[config.mk]
export PLATFORM = sky130hd
export DESIGN_NAME = ser_unit
export DESIGN_NICKNAME = d
export VERILOG_FILES = /design/src/rtl/ser_pkg.sv /design/src/rtl/ser_fifo.sv /design/src/rtl/ser_tx.sv /design/src/rtl/ser_rx.sv /design/src/rtl/ser_unit.sv
export SDC_FILE = /design/constraint.sdc
export NUM_CORES = 1
export LEC_CHECK = 0
export ABC_AREA = 0
export CAP_MARGIN = 10
export CORE_UTILIZATION = 40
export CTS_CLUSTER_DIAMETER = 80
export CTS_CLUSTER_SIZE = 24
export DETAILED_ROUTE_END_ITERATION = 10
export GPL_TIMING_DRIVEN = 0
export PLACE_DENSITY = 0.52
export SLEW_MARGIN = 10
export SYNTH_ARGS = -nofsm -noshare
export SYNTH_HDL_FRONTEND = slang
export SYNTH_SLANG_ARGS = --single-unit
[constraint.sdc]
create_clock -name clk -period 8.8 [get_ports clk]
set_clock_uncertainty 0.2 [all_clocks]
set_input_delay 1.76 -clock clk [delete_from_list [all_inputs] [get_ports clk]]
set_output_delay 1.76 -clock clk [all_outputs]
set_load 0.005 [all_outputs]
[src/rtl/ser_pkg.sv]
package ser_pkg;
  // register indices seen by software
  localparam logic [2:0] REG_TXQ  = 3'd0;
  localparam logic [2:0] REG_RXQ  = 3'd1;
  localparam logic [2:0] REG_CTRL = 3'd2;
  localparam logic [2:0] REG_STAT = 3'd3;

  localparam int DIV_W = 12;

  // control word, MSB first; positions are software-visible
  typedef struct packed {
    logic             inv_rts;
    logic             mask_err;
    logic             inv_cts;
    logic             tint_en;
    logic             rint_en;
    logic             inv_tx;
    logic             inv_rx;
    logic             clr_err;
    logic             rst_rx;
    logic             rst_tx;
    logic [1:0]       char_len;
    logic             par_en;
    logic             par_odd;
    logic [1:0]       stop_sel;
    logic             two_wire;
    logic             spare;
    logic             rx_en;
    logic             tx_en;
    logic [DIV_W-1:0] divisor;
  } ctrl_t;

  localparam logic [31:0] ONESHOT_MASK = 32'h01C0_0000;
endpackage

[src/rtl/ser_fifo.sv]
module ser_fifo #(
  parameter int DEPTH = 64,
  parameter int W     = 8,
  localparam int AW   = $clog2(DEPTH),
  localparam int CW   = $clog2(DEPTH + 1)
) (
  input  logic          clk,
  input  logic          rst_n,
  input  logic          clr,
  input  logic          push,
  input  logic [W-1:0]  din,
  input  logic          pop,
  output logic [W-1:0]  dout,
  output logic [CW-1:0] count,
  output logic          full,
  output logic          empty
);
  logic [W-1:0]  mem [DEPTH];
  logic [AW-1:0] wp_q, rp_q;
  logic [CW-1:0] cnt_q;
  logic          do_push, do_pop;

  assign full    = (cnt_q == CW'(DEPTH));
  assign empty   = (cnt_q == '0);
  assign do_push = push && !full;
  assign do_pop  = pop && !empty;
  assign dout    = mem[rp_q];
  assign count   = cnt_q;

  always_ff @(posedge clk) begin
    if (do_push && !clr) mem[wp_q] <= din;
  end

  always_ff @(posedge clk or negedge rst_n) begin
    if (!rst_n) begin
      wp_q <= '0; rp_q <= '0; cnt_q <= '0;
    end else if (clr) begin
      wp_q <= '0; rp_q <= '0; cnt_q <= '0;
    end else begin
      if (do_push) wp_q <= (wp_q == AW'(DEPTH - 1)) ? '0 : wp_q + 1'b1;
      if (do_pop)  rp_q <= (rp_q == AW'(DEPTH - 1)) ? '0 : rp_q + 1'b1;
      if (do_push && !do_pop)      cnt_q <= cnt_q + 1'b1;
      else if (do_pop && !do_push) cnt_q <= cnt_q - 1'b1;
    end
  end


  cnt_up_chk: assert property (@(posedge clk) disable iff (!rst_n)
    (push && !full && !pop && !clr) |=> (count == $past(count) + 1'b1));
endmodule

[src/rtl/ser_tx.sv]
module ser_tx #(
  parameter int DIV_W = 12
) (
  input  logic             clk,
  input  logic             rst_n,
  input  logic             clr,
  input  logic             enable,
  input  logic             cts_ok,
  input  logic [DIV_W-1:0] divisor,
  input  logic [3:0]       nbits,
  input  logic             par_en,
  input  logic             par_odd,
  input  logic             two_stop,
  input  logic             q_empty,
  input  logic [7:0]       q_data,
  output logic             pop,
  output logic             line,
  output logic             busy
);
  logic             busy_q;
  logic [11:0]      sh_q, frame;
  logic [3:0]       left_q, total;
  logic [DIV_W-1:0] pre_q;
  logic [1:0]       qtr_q;
  logic             tick, bit_end, par_bit;
  logic [7:0]       dmask;

  assign dmask   = 8'hFF >> (4'd8 - nbits);
  assign par_bit = (^(q_data & dmask)) ^ par_odd;
  assign total   = 4'd2 + nbits + {3'd0, par_en} + {3'd0, two_stop};

  always_comb begin
    frame    = '1;
    frame[0] = 1'b0;
    for (int i = 0; i < 8; i++)
      if (i < int'(nbits)) frame[i+1] = q_data[i];
    for (int i = 0; i < 12; i++)
      if (par_en && i == int'(nbits) + 1) frame[i] = par_bit;
  end

  assign pop     = !busy_q && enable && cts_ok && !q_empty && !clr;
  assign tick    = busy_q && (pre_q == divisor);
  assign bit_end = tick && (qtr_q == 2'd3);
  assign line    = busy_q ? sh_q[0] : 1'b1;
  assign busy    = busy_q;

  always_ff @(posedge clk or negedge rst_n) begin
    if (!rst_n) begin
      busy_q <= 1'b0; sh_q <= '1; left_q <= '0; pre_q <= '0; qtr_q <= '0;
    end else if (clr) begin
      busy_q <= 1'b0;
    end else if (pop) begin
      busy_q <= 1'b1; sh_q <= frame; left_q <= total;
      pre_q  <= '0;   qtr_q <= '0;
    end else if (busy_q) begin
      pre_q <= tick ? '0 : pre_q + 1'b1;
      if (tick) qtr_q <= qtr_q + 1'b1;
      if (bit_end) begin
        sh_q   <= {1'b1, sh_q[11:1]};
        left_q <= left_q - 1'b1;
        if (left_q == 4'd1) busy_q <= 1'b0;
      end
    end
  end


  tx_hold_chk: assert property (@(posedge clk) disable iff (!rst_n)
    (busy_q && !bit_end && !clr) |=> $stable(line));
endmodule

[src/rtl/ser_rx.sv]
module ser_rx #(
  parameter int DIV_W = 12
) (
  input  logic             clk,
  input  logic             rst_n,
  input  logic             clr,
  input  logic             enable,
  input  logic             line,
  input  logic [DIV_W-1:0] divisor,
  input  logic [3:0]       nbits,
  input  logic             par_en,
  input  logic             par_odd,
  output logic             push,
  output logic [7:0]       data,
  output logic             par_bad,
  output logic             frame_bad,
  output logic             busy
);
  logic             busy_q, prev_q, pbad_q;
  logic [DIV_W-1:0] pre_q;
  logic [1:0]       qtr_q;
  logic [3:0]       idx_q, par_idx, stop_idx;
  logic [7:0]       sh_q;
  logic             tick, samp;

  assign tick      = busy_q && (pre_q == divisor);
  assign samp      = tick && (qtr_q == 2'd1);
  assign par_idx   = nbits + 4'd1;
  assign stop_idx  = nbits + 4'd1 + {3'd0, par_en};
  assign data      = sh_q >> (4'd8 - nbits);
  assign push      = samp && (idx_q == stop_idx) && !clr;
  assign frame_bad = push && !line;
  assign par_bad   = push && pbad_q;
  assign busy      = busy_q;

  always_ff @(posedge clk or negedge rst_n) begin
    if (!rst_n) begin
      busy_q <= 1'b0; prev_q <= 1'b1; pbad_q <= 1'b0;
      pre_q  <= '0;   qtr_q  <= '0;   idx_q  <= '0; sh_q <= '0;
    end else begin
      prev_q <= line;
      if (clr) begin
        busy_q <= 1'b0;
      end else if (!busy_q) begin
        if (enable && prev_q && !line) begin
          busy_q <= 1'b1; pre_q <= '0; qtr_q <= '0;
          idx_q  <= '0;   pbad_q <= 1'b0;
        end
      end else begin
        pre_q <= tick ? '0 : pre_q + 1'b1;
        if (tick) qtr_q <= qtr_q + 1'b1;
        if (samp) begin
          if (idx_q == 4'd0) begin
            if (line) busy_q <= 1'b0;
            else      idx_q  <= 4'd1;
          end else if (idx_q <= nbits) begin
            sh_q  <= {line, sh_q[7:1]};
            idx_q <= idx_q + 1'b1;
          end else if (par_en && idx_q == par_idx) begin
            pbad_q <= ((^data) ^ line) != par_odd;
            idx_q  <= idx_q + 1'b1;
          end else begin
            busy_q <= 1'b0;
          end
        end
      end
    end
  end


  rx_push_chk: assert property (@(posedge clk) disable iff (!rst_n)
    push |=> !busy_q);
endmodule

[src/rtl/ser_unit.sv]
module ser_unit
  import ser_pkg::*;
#(
  parameter int FIFO_DEPTH = 64
) (
  input  logic        clk,
  input  logic        rst_n,
  input  logic [2:0]  bus_addr,
  input  logic        bus_wr,
  input  logic [31:0] bus_wdata,
  input  logic        bus_rd,
  output logic [31:0] bus_rdata,
  output logic        ser_txd,
  input  logic        ser_rxd,
  input  logic        cts_in,
  output logic        rts_out,
  output logic        irq_rx,
  output logic        irq_tx
);
  localparam int CW = $clog2(FIFO_DEPTH + 1);

  ctrl_t          ctrl_q, wctl;
  logic           wr_txq, wr_ctrl, rd_rxq;
  logic           rst_tx_p, rst_rx_p, clr_err_p;
  logic           perr_q, ferr_q, wferr_q;
  logic [1:0]     rx_sync_q;
  logic           line_in, tx_line, cts_ok, two_stop;
  logic [3:0]     nbits;
  logic [31:0]    status;

  logic [CW-1:0]  tx_cnt, rx_cnt;
  logic           tx_full, tx_empty, rx_full, rx_empty;
  logic [7:0]     tx_dout, rx_dout, rx_data;
  logic           tx_pop, tx_busy, rx_push, rx_pbad, rx_fbad, rx_busy;

  assign wctl      = ctrl_t'(bus_wdata);
  assign wr_txq    = bus_wr && (bus_addr == REG_TXQ);
  assign wr_ctrl   = bus_wr && (bus_addr == REG_CTRL);
  assign rd_rxq    = bus_rd && (bus_addr == REG_RXQ);
  assign rst_tx_p  = wr_ctrl && wctl.rst_tx;
  assign rst_rx_p  = wr_ctrl && wctl.rst_rx;
  assign clr_err_p = wr_ctrl && wctl.clr_err;

  assign nbits    = 4'd8 - {2'd0, ctrl_q.char_len};
  assign two_stop = (ctrl_q.stop_sel == 2'd1);
  assign cts_ok   = ctrl_q.two_wire || (cts_in ^ ctrl_q.inv_cts);
  assign line_in  = rx_sync_q[1] ^ ctrl_q.inv_rx;
  assign ser_txd  = tx_line ^ ctrl_q.inv_tx;
  assign rts_out  = !rx_full ^ ctrl_q.inv_rts;

  always_ff @(posedge clk or negedge rst_n) begin
    if (!rst_n) begin
      ctrl_q    <= '0;
      rx_sync_q <= 2'b11;
      perr_q    <= 1'b0;
      ferr_q    <= 1'b0;
      wferr_q   <= 1'b0;
    end else begin
      rx_sync_q <= {rx_sync_q[0], ser_rxd};
      if (wr_ctrl) ctrl_q <= ctrl_t'(bus_wdata & ~ONESHOT_MASK);
      if (clr_err_p) begin
        perr_q <= 1'b0; ferr_q <= 1'b0; wferr_q <= 1'b0;
      end
      if (rx_pbad)           perr_q  <= 1'b1;
      if (rx_fbad)           ferr_q  <= 1'b1;
      if (wr_txq && tx_full) wferr_q <= 1'b1;
    end
  end

  ser_fifo #(.DEPTH(FIFO_DEPTH), .W(8)) u_txq (
    .clk(clk), .rst_n(rst_n), .clr(rst_tx_p), .push(wr_txq),
    .din(bus_wdata[7:0]), .pop(tx_pop), .dout(tx_dout), .count(tx_cnt),
    .full(tx_full), .empty(tx_empty));

  ser_fifo #(.DEPTH(FIFO_DEPTH), .W(8)) u_rxq (
    .clk(clk), .rst_n(rst_n), .clr(rst_rx_p), .push(rx_push),
    .din(rx_data), .pop(rd_rxq), .dout(rx_dout), .count(rx_cnt),
    .full(rx_full), .empty(rx_empty));

  ser_tx #(.DIV_W(DIV_W)) u_tx (
    .clk(clk), .rst_n(rst_n), .clr(rst_tx_p), .enable(ctrl_q.tx_en),
    .cts_ok(cts_ok), .divisor(ctrl_q.divisor), .nbits(nbits),
    .par_en(ctrl_q.par_en), .par_odd(ctrl_q.par_odd), .two_stop(two_stop),
    .q_empty(tx_empty), .q_data(tx_dout), .pop(tx_pop), .line(tx_line),
    .busy(tx_busy));

  ser_rx #(.DIV_W(DIV_W)) u_rx (
    .clk(clk), .rst_n(rst_n), .clr(rst_rx_p), .enable(ctrl_q.rx_en),
    .line(line_in), .divisor(ctrl_q.divisor), .nbits(nbits),
    .par_en(ctrl_q.par_en), .par_odd(ctrl_q.par_odd), .push(rx_push),
    .data(rx_data), .par_bad(rx_pbad), .frame_bad(rx_fbad), .busy(rx_busy));

  assign status = {5'd0, rx_busy, tx_busy, 2'd0,
                   tx_empty, tx_full, rx_empty, rx_full,
                   wferr_q, ferr_q, perr_q,
                   1'b0, 7'(tx_cnt), 1'b0, 7'(rx_cnt)};

  always_comb begin
    case (bus_addr)
      REG_RXQ:  bus_rdata = rx_empty ? 32'd0 : {24'd0, rx_dout};
      REG_CTRL: bus_rdata = ctrl_q;
      REG_STAT: bus_rdata = status;
      default:  bus_rdata = 32'd0;
    endcase
  end

  assign irq_rx = ctrl_q.rint_en &&
                  (!rx_empty || (!ctrl_q.mask_err && (perr_q || ferr_q)));
  assign irq_tx = ctrl_q.tint_en && tx_empty;


  wfull_chk: assert property (@(posedge clk) disable iff (!rst_n)
    (wr_txq && tx_full) |=> wferr_q);


  txrst_chk: assert property (@(posedge clk) disable iff (!rst_n)
    rst_tx_p |=> (tx_cnt == '0) && !tx_busy);


  rxrst_chk: assert property (@(posedge clk) disable iff (!rst_n)
    rst_rx_p |=> (rx_cnt == '0) && !rx_busy);


  cts_gate_chk: assert property (@(posedge clk) disable iff (!rst_n)
    (!ctrl_q.two_wire && !(cts_in ^ ctrl_q.inv_cts) && !tx_busy) |=> !tx_busy);
endmodule

==> run metrics, run 1 <==
clk slew on worst S/H paths 0.10 ns; sequential element share of the synthesized area 0.710; largest net degree at the start of global routing 80; Pleak 16.4 nW; TritonRoute pass-1 iters 6; Area after DPL 51100 um2; FP Rows 126; chip height 348 um; Total GRT Usage 0.213; top_reg_cell synth edfxtp_1; Die Width 348 um; clock buffer depth 3; hpwl dp 87900 um; initial antenna violation count 2; drt wl/cell 28.6 um; Via density 5.72; number of buffers created by CTS 58; grt total ovfl 0; ANT nets after route 0; Hold Crit Class reg2reg; placed insts 4424; syn avg cell area 17.6 um2; crit-path cells clkbuf_1 -> buf_2 -> clkbuf_1 -> clkbuf_1 -> mux2i_1 -> o21ai_0 -> o22ai_1 -> a211oi_1 -> a211oi_1 -> a211oi_1 -> a21o_1 -> clkdlybuf4s50_1; actual slew at the worst max-slew pin 1.28 ns; highest-count cells in the layout ignoring fill and taps 1024 x edfxtp_1, 228 x mux4_2, 191 x nor2_1; Design Area, Final 52800 um2; cts repair resizes 0; PD cells 254 nW/um2; Final Hold Viols 0; number of global-route vias before repair 26000; maximum clock rate 0.129 GHz; worst vdd ir 176 uV; Worst path slowest cell clkbuf_1; Final Max Slew Viols 0; Async S/R FF share, synth 0.114; Syn Std Cell Area 48000 um2; H-Tree Level Count 2; CP Max Fanout 10; Finished Layout Cells 4517; RSZ-0062 raised after global routing false; Crit path required time 6.84 ns; Ys Warns 0; Max-slew headroom 0.143; max_cap viols 0; die area 121000 um2; Routability Congestion 0.917; TritonCTS clock tree built; clock latency on the worst-skew pair 0.71 ns; first-pass GRT wire length 186000 um; crit start category flip-flop; Core ar. 119000 um2; initial core utilization 0.405; worst endpoint data arrival time 5.77 ns; slowest stage delay, CP 0.81 ns; Yosys reg bits 1156; period utilization 0.879; Crit. End Element output port; routed via count 25800; Mapped Cells 2734; setup_tns 0 ns; commonest non-fill, non-tap cell in the layout edfxtp_1; Layout area overhead 10.1%; Post-CTS Setup Bufs 0; Routed WL 129000 um; First DRT Iteration DRCs 2667; number of flops mapped to enable cells by yosys 1024; count of different cell masters after synthesis 75; final net count 2966; biggest area consumer among synthesized cells edfxtp_1; top post-synthesis cells by area edfxtp_1 64%, mux4_2 11%, dfrtp_1 6.1%; final critical-path required period 7.73 ns; Setup Crit Path Kind reg2out; ratio of cells with drive above 1 in the final layout 0.156; Pwr Total 13.4 mW; Setup-failing EPs final 0; CTS Hold Bufs 0; DRC 0; share of the synthesized area in the top cell type 0.641; hold_ws 0.152 ns; clk sink count 1156; status completed; root buffer cell clkbuf_16; number of I/O port buffers 74; num ports 77
-- Yosys cell counts, types with 17 or more instances --
master    instances
mux4_2          233
nand3_1          46
ha_1             38
a21oi_1          74
mux2i_1          96
inv_1            27
xor2_1           30
nand2_1         136
o21ai_0         112
dfrtp_1         117
o221ai_1         27
nor2_1          191
and2_1           17
edfxtp_1       1024
a211oi_1         29
a22o_1           23
buf_1            32
xnor2_1          40
clkbuf_1         87
o22ai_1          23
mux2_2           50
and3_1           23
-- logic make-up (layout without fill, tap and decap cells) --
logic type | count (synthesis) | count (layout) | synth area share
mux | 390 | 390 | 0.147
simple gates | 527 | 527 | 0.0513
compound gates | 360 | 360 | 0.0486
flops | 1156 | 1156 | 0.710
other cells | 1 | 3 | 0.0000781
fa+ha+maj | 41 | 41 | 0.0112
xor+xnor | 73 | 73 | 0.0139
buf+inv | 186 | 367 | 0.0182
-- path summary, 6_finish.rpt --
path | slack, ns | from | to | depth (start not counted)
max | 1.07 | u_rxq.rp_q[0] | bus_rdata[7] | 12
max in group asynchronous | 6.79 | rst_n | rx_sync_q[0] | 2
min | 0.15 | rx_sync_q[0] | rx_sync_q[1] | 0
min reg2reg | 0.15 | rx_sync_q[0] | rx_sync_q[1] | 0
min in group asynchronous | 0.79 | rst_n | u_txq.count[6] | 1
max reg2reg | 1.83 | ctrl_q[20] | u_rxq.count[6] | 21
-- worst max-delay path: cells and delay by family, from the launching register on --
| family | cells | cell delay (ns) |
|---|---|---|
| buf+inv | 5 | 3.05 |
| flops | 1 | 0.45 |
| compound gates | 6 | 1.37 |
| mux | 1 | 0.16 |
-- through the flow --
stage,setup WS [ns],utilization
6_report,1.07,0.446
5_1_grt,0.657,0.446
4_1_cts,0.864,0.446
3_5_place_dp,1.65,0.431
3_3_place_gp,-1.44,0.428
2_1_floorplan,2.77,-
-- layout make-up --
cell class | count | area, um2
plain buffers | 159 | 772
clock buffers | 76 | 1540
repair buffers | 89 | 1000
flip-flops and latches | 1156 | 34100
clock inverters | 16 | 249
diodes | 1 | 2.50
multi-input cells | 1393 | 13100
inverters | 27 | 101
well taps | 1600 | 2000
fillers | 10300 | 65700
-- where the power goes --
group / internal (mW) / total (mW) / leakage [nW] / switching, mW
Sequential: 6.21 / 6.39 / 10.7 / 0.182
Clock: 1.33 / 3.12 / 0.865 / 1.79
Combinational: 1.58 / 3.91 / 4.85 / 2.33
Total: 9.12 / 13.4 / 16.4 / 4.31
-- registers in the layout (all words and copies together), names as in the netlist, 6 cells and up --
name	cells
u_rxq.mem	512
u_rx.pre_q	12
u_txq.count	7
u_txq.rp_q	6
u_rxq.rp_q	6
u_txq.mem	512
ctrl_q	29
u_tx.sh_q	12
u_rxq.wp_q	6
u_rxq.count	7
u_txq.wp_q	6
u_rx.sh_q	8
u_tx.pre_q	12
-- per-layer routing --
metal | global-route usage | wire (um)
met5 | 0 | 0
met4 | 0.0572 | 3480
met3 | 0.0219 | 6650
met2 | 0.356 | 63500
met1 | 0.297 | 55400
No activity file was read; power rests on OpenSTA's default activity.
==> run 2, diff against run 1 <==
--- a/config.mk
+++ b/config.mk
@@ -5,7 +5,6 @@
 export SDC_FILE = /design/constraint.sdc
 export NUM_CORES = 1
 export LEC_CHECK = 0
-export ABC_AREA = 0
 export CAP_MARGIN = 10
 export CORE_UTILIZATION = 40
 export CTS_CLUSTER_DIAMETER = 80
==> results of run 2 <==
Same layout as run 1: the final DEF is identical, and so are final timing and power.
